## src/rtl/fawl_pkg.sv

```systemverilog
package fawl_pkg;

    localparam int ACT_LIMIT_DEF = 4;
    localparam int WIN_MAX_DEF   = 62;
    localparam int RANKS_DEF     = 6;

    function automatic int bits_for(input int max_value);
        return (max_value < 2) ? 1 : $clog2(max_value + 1);
    endfunction

    function automatic int index_bits(input int count);
        return (count < 2) ? 1 : $clog2(count);
    endfunction

endpackage

```

## src/rtl/fawl_len_clamp.sv

```systemverilog
module fawl_len_clamp #(
    parameter int WIN_MAX = fawl_pkg::WIN_MAX_DEF,
    parameter int LEN_W   = fawl_pkg::bits_for(WIN_MAX)
) (
    input  logic [LEN_W-1:0] len_raw,
    output logic [LEN_W-1:0] len_eff
);
    localparam logic [LEN_W-1:0] LEN_TOP = LEN_W'(WIN_MAX);
    localparam logic [LEN_W-1:0] LEN_ONE = LEN_W'(1);

    always_comb begin
        if (len_raw == '0) begin
            len_eff = LEN_ONE;
        end else if (len_raw > LEN_TOP) begin
            len_eff = LEN_TOP;
        end else begin
            len_eff = len_raw;
        end
    end
endmodule

```

## src/rtl/fawl_act_decode.sv

```systemverilog
module fawl_act_decode #(
    parameter int NUM_RANKS = fawl_pkg::RANKS_DEF,
    parameter int RANK_W    = fawl_pkg::index_bits(NUM_RANKS)
) (
    input  logic                 act_valid,
    input  logic [RANK_W-1:0]    act_rank,
    output logic [NUM_RANKS-1:0] mark
);
    for (genvar r = 0; r < NUM_RANKS; r++) begin : g_sel
        assign mark[r] = act_valid && (act_rank == RANK_W'(r));
    end
endmodule

```

## src/rtl/fawl_rank_tracker.sv

```systemverilog
module fawl_rank_tracker #(
    parameter int WIN_MAX   = fawl_pkg::WIN_MAX_DEF,
    parameter int ACT_LIMIT = fawl_pkg::ACT_LIMIT_DEF,
    parameter int LEN_W     = fawl_pkg::bits_for(WIN_MAX),
    parameter int CNT_W     = fawl_pkg::bits_for(WIN_MAX)
) (
    input  logic               clk,
    input  logic               rst,
    input  logic               mark,
    input  logic [LEN_W-1:0]   len_eff,
    output logic [WIN_MAX-1:0] bits_q,
    output logic [CNT_W-1:0]   cnt_q,
    output logic               act_ok
);
    localparam logic [WIN_MAX-1:0] ONE_HOT0 = WIN_MAX'(1);
    localparam logic [CNT_W-1:0]   LIMIT_C  = CNT_W'(ACT_LIMIT);

    logic [WIN_MAX-1:0] shifted;
    logic [WIN_MAX-1:0] entry_bit;
    logic [WIN_MAX-1:0] bits_d;
    logic [CNT_W-1:0]   cnt_aged;
    logic [CNT_W-1:0]   cnt_d;
    logic               slot_taken;

    always_comb begin
        // Age first, then place the new entry on the aged pattern.
        shifted    = bits_q >> 1;
        cnt_aged   = cnt_q - CNT_W'(bits_q[0]);
        entry_bit  = ONE_HOT0 << (len_eff - LEN_W'(1));
        slot_taken = |(shifted & entry_bit);
        bits_d     = shifted;
        cnt_d      = cnt_aged;
        if (mark) begin
            bits_d = shifted | entry_bit;
            if (!slot_taken) begin
                cnt_d = cnt_aged + CNT_W'(1);
            end
        end
    end

    always_ff @(posedge clk) begin
        if (rst) begin
            bits_q <= '0;
            cnt_q  <= '0;
        end else begin
            bits_q <= bits_d;
            cnt_q  <= cnt_d;
        end
    end

    assign act_ok = (cnt_q < LIMIT_C);
endmodule

```

## src/rtl/faw_limiter.sv

```systemverilog
module faw_limiter #(
    parameter int NUM_RANKS = fawl_pkg::RANKS_DEF,
    parameter int WIN_MAX   = fawl_pkg::WIN_MAX_DEF,
    parameter int ACT_LIMIT = fawl_pkg::ACT_LIMIT_DEF,
    parameter int RANK_W    = fawl_pkg::index_bits(NUM_RANKS),
    parameter int LEN_W     = fawl_pkg::bits_for(WIN_MAX)
) (
    input  logic                 clk,
    input  logic                 rst,
    input  logic                 act_valid,
    input  logic [RANK_W-1:0]    act_rank,
    input  logic [LEN_W-1:0]     win_len,
    output logic [NUM_RANKS-1:0] act_ok
);
    localparam int CNT_W = fawl_pkg::bits_for(WIN_MAX);

    logic [LEN_W-1:0]                    len_eff;
    logic [NUM_RANKS-1:0]                rank_mark;
    logic [NUM_RANKS-1:0][WIN_MAX-1:0]   rank_bits;
    logic [NUM_RANKS-1:0][CNT_W-1:0]     rank_cnt;

    fawl_len_clamp #(.WIN_MAX(WIN_MAX), .LEN_W(LEN_W)) u_clamp (
        .len_raw (win_len),
        .len_eff (len_eff)
    );

    fawl_act_decode #(.NUM_RANKS(NUM_RANKS), .RANK_W(RANK_W)) u_decode (
        .act_valid (act_valid),
        .act_rank  (act_rank),
        .mark      (rank_mark)
    );

    for (genvar r = 0; r < NUM_RANKS; r++) begin : g_rank
        fawl_rank_tracker #(
            .WIN_MAX   (WIN_MAX),
            .ACT_LIMIT (ACT_LIMIT),
            .LEN_W     (LEN_W),
            .CNT_W     (CNT_W)
        ) u_track (
            .clk     (clk),
            .rst     (rst),
            .mark    (rank_mark[r]),
            .len_eff (len_eff),
            .bits_q  (rank_bits[r]),
            .cnt_q   (rank_cnt[r]),
            .act_ok  (act_ok[r])
        );
    end
endmodule

```

## config.mk

```make
export PLATFORM = sky130hd
export DESIGN_NAME = faw_limiter
export DESIGN_NICKNAME = d
export VERILOG_FILES = /design/src/rtl/fawl_pkg.sv /design/src/rtl/fawl_len_clamp.sv /design/src/rtl/fawl_act_decode.sv /design/src/rtl/fawl_rank_tracker.sv /design/src/rtl/faw_limiter.sv
export SDC_FILE = /design/constraint.sdc
export NUM_CORES = 1
export LEC_CHECK = 0
export BUFFER_PORTS_ARGS = -buffer_cell sky130_fd_sc_hd__buf_2
export CELL_PAD_IN_SITES_DETAIL_PLACEMENT = 1
export CELL_PAD_IN_SITES_GLOBAL_PLACEMENT = 2
export CORE_ASPECT_RATIO = 0.7
export CORE_MARGIN = 8
export CORE_UTILIZATION = 35
export CTS_BUF_LIST = sky130_fd_sc_hd__clkbuf_2
export CTS_CLUSTER_DIAMETER = 200
export DETAILED_ROUTE_END_ITERATION = 8
export PLACE_DENSITY_LB_ADDON = 0.2
export SLEW_MARGIN = 20
export SYNTH_ARGS = -nofsm -noshare
export SYNTH_HDL_FRONTEND = slang
export SYNTH_SLANG_ARGS = --single-unit
```

## constraint.sdc

```tcl
create_clock -name clk -period 6.7 [get_ports clk]
set_clock_uncertainty 0.1 [all_clocks]
set_input_delay 0.67 -clock clk [delete_from_list [all_inputs] [get_ports clk]]
set_output_delay 0.67 -clock clk [all_outputs]
set_load 0.01 [all_outputs]
```

Word level (Yosys, flattened, before mapping)
Index checks and enable logic that the tools add are counted.
{ "classes": {"add_sub_neg": 13, "order_cmp": 7, "eq_ne": 5, "shifts": 1, "mux": 20, "bitwise_logic": 18, "reduce_logical": 20} }
{ "op_table": {"columns": ["cell", "count"], "rows": [
  ["bitwise AND 61 x 62 -> 62 bit", 6],
  ["OR 61 x 62 -> 62 bit", 6],
  ["OR reduction 62 bit", 6],
  ["2-to-1 mux 61 bit", 6],
  ["2-to-1 mux 6 bit", 14],
  ["<< shifter 1 x 6 -> 62 bit, first input constant", 1],
  ["adder 6 x 1 -> 6 bit, second input constant", 6],
  ["less-than comparator 6 x 3 -> 1 bit, second input constant", 6],
  ["subtractor 6 x 1 -> 6 bit", 6],
  ["OR reduction 2 bit", 6],
  ["== test 3 x 2 -> 1 bit, second input constant", 2],
  ["== test 3 bit, second input constant", 2],
  ["greater-than comparator 6 bit, second input constant", 1],
  ["logical AND 1 bit", 6],
  ["logical NOT 6 bit", 1],
  ["NOT 1 bit", 6],
  ["subtractor 6 x 1 -> 6 bit, second input constant", 1],
  ["== test 3 x 1 -> 1 bit, second input constant", 1],
  ["logical NOT 3 bit", 1]
]} }
{ "totals": {"reg_bits": 408, "in_bits": 12, "out_inout_bits": 6, "wordCells": 102} }

Depth between registers and ports, before layout
{ "logic_depth": {"depth_word": 9, "mapped_depth": 17, "depth_no_buf": 11} }

Hierarchy
From an unflattened synthesis, not the netlist that was laid out.
{ "unflattened": {"hier_cells": 2366, "area_unflattened_um2": 19682.6} }
{ "modules_own_cells": {"columns": ["module", "n_inst", "cells_each", "area_per_inst_um2", "seq_area_each_um2"], "rows": [
  ["fawl_rank_tracker at g_rank[2].u_track ...", 4, 393, 3270.6, 1361.3],
  ["fawl_rank_tracker at g_rank[0].u_track ...", 2, 389, 3235.6, 1361.3],
  ["fawl_act_decode", 1, 6, 75.1, 0.0],
  ["fawl_len_clamp", 1, 10, 53.8, 0.0]
]} }

Worst setup path after synthesis
No wires, ideal clock.
{ "synth_timing": {"path_type": "input-to-reg", "start": "in win_len[0]", "end": "reg g_rank[2].u_track.cnt_q[5]", "setup_time_ps": 70, "t_arrival_ps": 4446, "required_time_ps": 6530, "path_slack_ps": 2083, "cell_stages": 16, "n_path_buf": 6, "cell_sequence": "buf_2 -> buf_2 -> buf_2 -> buf_1 -> nor3_1 -> ha_1 -> buf_2 -> buf_2 -> mux2_2 -> nand4_1 -> o2111ai_1 -> or4_1 -> nor4_1 -> nand4_2 -> or3_1 -> a21oi_1"} }
{ "synth_between": {"elab_chain_len": 9, "word_cells_on_any_way": 10, "classes_between": "add/sub (1); order compare (1); shift (1); mux (4); bitwise (1); reduce/logical (2)"} }
{ "synth_rtl": {"columns": ["item", "line", "source"], "rows": [
  ["from (decl)", "faw_limiter.sv:12", "input logic [LEN_W-1:0] win_len,"],
  ["greater-than comparator 6 bit", "fawl_len_clamp.sv:14", "end else if (len_raw > LEN_TOP) begin"],
  ["2-to-1 mux 6 bit", "fawl_len_clamp.sv:14", null],
  ["2-to-1 mux 6 bit (*)", "fawl_len_clamp.sv:12", "if (len_raw == '0) begin"],
  ["subtractor 6 x 1 -> 6 bit (*)", "fawl_rank_tracker.sv:29", "entry_bit = ONE_HOT0 << (len_eff - LEN_W'(1));"],
  ["<< shifter 1 x 6 -> 62 bit (*)", "fawl_rank_tracker.sv:29", null],
  ["bitwise AND 61 x 62 -> 62 bit (*)", "fawl_rank_tracker.sv:30", "slot_taken = |(shifted & entry_bit);"],
  ["OR reduction 62 bit (*)", "fawl_rank_tracker.sv:30", null],
  ["2-to-1 mux 6 bit (*)", "fawl_rank_tracker.sv:35", "if (!slot_taken) begin"],
  ["2-to-1 mux 6 bit (*)", "fawl_rank_tracker.sv:33", "if (mark) begin"],
  ["to (signal assigned)", "fawl_rank_tracker.sv:47", "cnt_q <= cnt_d;"],
  ["to (decl)", "fawl_rank_tracker.sv:12", "output logic [CNT_W-1:0] cnt_q,"]
]} }
Mark *: on every way between the ends. The rest lies on a longest branch, timed or not.
A chain may end at the register's enable or synchronous reset.

Final worst setup path
{ "layout_timing": {"start": "in win_len[2]", "end": "reg g_rank[0].u_track.cnt_q[2]"} }
{ "layout_between": {"elab_chain_len": 9, "word_cells_on_any_way": 10, "classes_between": "add/sub (1); order compare (1); shift (1); mux (4); bitwise (1); reduce/logical (2)"} }
{ "layout_rtl": {"columns": ["item", "line"], "rows": [
  ["greater-than comparator 6 bit", "fawl_len_clamp.sv:14"],
  ["2-to-1 mux 6 bit", "fawl_len_clamp.sv:14"],
  ["2-to-1 mux 6 bit (*)", "fawl_len_clamp.sv:12"],
  ["subtractor 6 x 1 -> 6 bit (*)", "fawl_rank_tracker.sv:29"],
  ["<< shifter 1 x 6 -> 62 bit (*)", "fawl_rank_tracker.sv:29"],
  ["bitwise AND 61 x 62 -> 62 bit (*)", "fawl_rank_tracker.sv:30"],
  ["OR reduction 62 bit (*)", "fawl_rank_tracker.sv:30"],
  ["2-to-1 mux 6 bit (*)", "fawl_rank_tracker.sv:35"],
  ["2-to-1 mux 6 bit (*)", "fawl_rank_tracker.sv:33"],
  ["to (signal assigned)", "fawl_rank_tracker.sv:47"],
  ["to (decl)", "fawl_rank_tracker.sv:12"]
]} }
Marks and branches as above.

==> summary.txt <==
GRT
  • Global route hottest layer: met1
  • Initial antenna violation count: 8
  • Vias in the first global route: around 17000
  • GRT overflow: 0
  • Largest net degree at the start of global routing: ~220
  • Overall global routing resource usage: a little under a third
  • GR Util met1: around 44%
  • Grt met3 use: roughly 11%
  • First-pass GRT wire length: around 130000 µm
  • Met2 Track Usage GR: ~41%

Logic synthesis
  • Commonest cells post-synth: nor2_1 (443), dfxtp_1 (408), a21oi_1 (385)
  • Synth Area in Compound Gates: about a fifth
  • Synth Area in XOR/XNOR: 1.53%
  • Ys Warns: 0
  • Area leader, netlist: dfxtp_1
  • Fraction of the mapped netlist area in adder cells: 1.41%
  • Post-synth net total: approximately 2200
  • Syn Area/Cell: around 8.3 µm²
  • Synth area leaders: dfxtp_1 (46%), a21oi_1 (11%), nor2_1 (9.4%)
  • Mapped Cells: between 2000 and 2500
  • Cell area after synthesis: ~18000 µm²
  • Synth top area share: around 46%
  • Top-count cell post-synth: nor2_1
  • Simple-gate portion of the synthesized area: between 20 and 25%
  • Main flop type after synthesis: dfxtp_1
  • Post-synth EDFFs: 0
  • Largest family of logic cells by synthesized area: simple AND/OR/NAND/NOR gates
  • Synth cell types: 83
  • Register area share after synthesis: between 40% and 50%
  • Async SR Flop Fraction: 0%
  • Mux share of post-synthesis cell area: under 10%
  • #FFs+latches synth: ~410

Power and ir drop
  • Net switching power: between 1000 and 1500 µW
  • Maximum VDD drop: approximately 0.13 mV
  • Part of the power in registers: a little over half
  • Clock power share: 39.6%
  • Sw frac: a little under a third
  • Gate power share: between 7 and 8%
  • P_int: 3180 µW
  • Pwr/cell area: approximately 230 nW/µm²
  • Tot Pwr: 4560 µW
  • Leakage: 0.00723 µW

STA
  • Hold Vio Cnt, Final: 0
  • Slew margin rel.: a little under a tenth
  • Final TNS setup: 0 ns
  • Slew @ Worst Pin: between 1 and 1.5 ns
  • Final setup vio count: 0
  • Fmax: approximately 0.21 GHz
  • Crit path time final: 4.74 ns
  • Pins over their slew limit: 0
  • RSZ-0062 raised after global routing: no
  • Final worst path period share: around 71%

Run
  • Max-cap viol count: 0

Routing
  • DRT Wirelength: 91900 µm
  • WL/cell: 31.7 µm
  • Via/cell ratio: 6.14
  • DR iter-0 viols: between 2000 and 3000
  • Vias after detailed routing: around 18000
  • Final ANT Viol Nets: 0
  • Pre-antenna DRT Iters: 8
  • DRC: 0

Layout
  • Area added between synthesis and finish: 9.91%
  • Layout Nets: 2178
  • Area of the multi-input gates: 8710 µm²
  • Share of layout cells above drive strength 1: between 10% and 20%
  • Filler cells: approximately 6100
  • FF/Latch Area: 8170 µm²

Placed design
  • Routability congestion estimate: 1.06
  • Port bufs: 17
  • Detail Placement HPWL: 66000 µm

Worst setup path
  • Setup crit start kind: primary input
  • Crit path DAT: roughly 5.6 ns
  • Kind of critical path: in -> reg
  • Worst reg2reg setup slack: around 3.4 ns
  • Worst Setup End Kind: flop
  • WP data required: between 7 and 8 ns
  • Critical path peak fanout: 22

Clocking
  • Number of H-tree levels: 3
  • CTS tree: yes
  • TritonCTS Sinks: ~410
  • Clock Latency Late Sink: approximately 1.2 ns
  • CTS Root Cell: clkbuf_2
  • Cts repair resizes: 0
  • TritonCTS buffer count: 104
  • Longest Clk Path Bufs: 3
  • Clock slew at reported path FFs: between 0.1 and 0.15 ns

Floorplan
  • # IOs: 18
  • Starting density of the core: a little over a third
  • Die W: 285 µm
  • Die Y: approximately 200 µm
  • Core Region: slightly above 50000 µm²
  • Placement row count: 69
  • Full die area: 58200 µm²

Run status
  • Status: complete, no violations

Hold path
  • Worst Hold Class: in -> reg
cells in the final DEF (no fill, tap or decap), types with 15 or more instances in the layout:
| cell | n |
|---|---|
| a21oi_1 | 385 |
| a22oi_1 | 27 |
| a31oi_1 | 27 |
| a32oi_1 | 19 |
| and3_1 | 39 |
| buf_2 | 16 |
| buf_4 | 61 |
| clkbuf_2 | 139 |
| clkinv_1 | 30 |
| dfxtp_1 | 408 |
| ha_1 | 18 |
| inv_1 | 39 |
| mux2_2 | 17 |
| mux2i_1 | 37 |
| nand2_1 | 50 |
| nand3_1 | 54 |
| nand4_1 | 26 |
| nor2_1 | 442 |
| nor3_1 | 37 |
| nor3b_1 | 16 |
| nor4_1 | 15 |
| o21ai_0 | 16 |
| xnor2_1 | 18 |
stage by stage:
step | instance area, µm² | setup slack, ns | cells | hold WS [ns] | utilization [%]
2_1_floorplan | 17700 | 2.08 | 2135 | 0.329 | -
3_3_place_gp | 18400 | 1.10 | 2706 | 0.342 | 36.6
3_5_place_dp | 18400 | 0.899 | 2706 | 0.353 | 36.6
4_1_cts | 19500 | 2.20 | 2894 | 0.139 | 38.6
5_1_grt | 19500 | 1.82 | 2895 | 0.227 | 38.6
6_report | 19500 | 1.96 | 2895 | 0.284 | 38.6
final timing paths:
path	start	end	cells after the start
setup reg to reg	g_rank[1].u_track.bits_q[52]	g_rank[1].u_track.cnt_q[4]	8
hold reg to reg	g_rank[2].u_track.bits_q[59]	g_rank[2].u_track.bits_q[58]	2
setup / recovery	win_len[2]	g_rank[0].u_track.cnt_q[2]	14
hold / removal	win_len[0]	g_rank[5].u_track.bits_q[58]	5
logic make-up (layout without fill, tap and decap cells):
family | count (synthesis) | in the layout
other cells | 0 | 1
fa+ha+maj | 20 | 20
xor+xnor | 31 | 31
buf+inv | 222 | 307
flops | 408 | 408
simple gates | 797 | 797
mux | 55 | 55
compound gates | 602 | 602
power groups by stage:
stage | logic, µW | registers [µW] | clock network [µW]
2_1_floorplan | 179 | 2490 | 0
3_3_place_gp | 303 | 2490 | 0
3_5_place_dp | 305 | 2490 | 0
4_1_cts | 308 | 2430 | 1850
5_1_grt | 328 | 2430 | 1960
6_report | 324 | 2430 | 1800
what timing repair did:
item	in CTS	in global routing
hold endpoints to repair	126	0
hold buffers	8	0
buffers inserted	0	0
endpoints found under the setup margin	0	0
metal layers:
layer	vias to the layer above	part of all wire, %
met1	8848	46
met2	1052	38
met5	-	0.10
met3	177	13
li1	7670	-
met4	14	2.7
registers in the layout, summed over array words and instances, names as in the netlist:
| name | count |
|---|---|
| g_rank.u_track.bits_q | 372 |
| g_rank.u_track.cnt_q | 36 |
layout make-up:
class                      count  area share [%]
antenna                        1          0.0128
clock buffer                 139            3.57
clock inverter                41            1.27
inverter                      40           0.771
multi-input combinational   1505            44.7
sequential                   408            41.9
tap                          674            4.33
timing repair buffer          87            3.35
critical path: stages:
cell and delay [ns]:
buf_2 0.24, nor4_1 0.59, nor3_1 0.17, ha_2 0.76, buf_4 0.34, nand2b_1 0.52, a21oi_1 0.09, buf_4 0.23
and3_1 0.18, a2111oi_0 0.40, nand4_1 0.24, nor4_4 0.82, and3_1 0.27, nor3_1 0.05
Power figures use the tool's default switching activity.
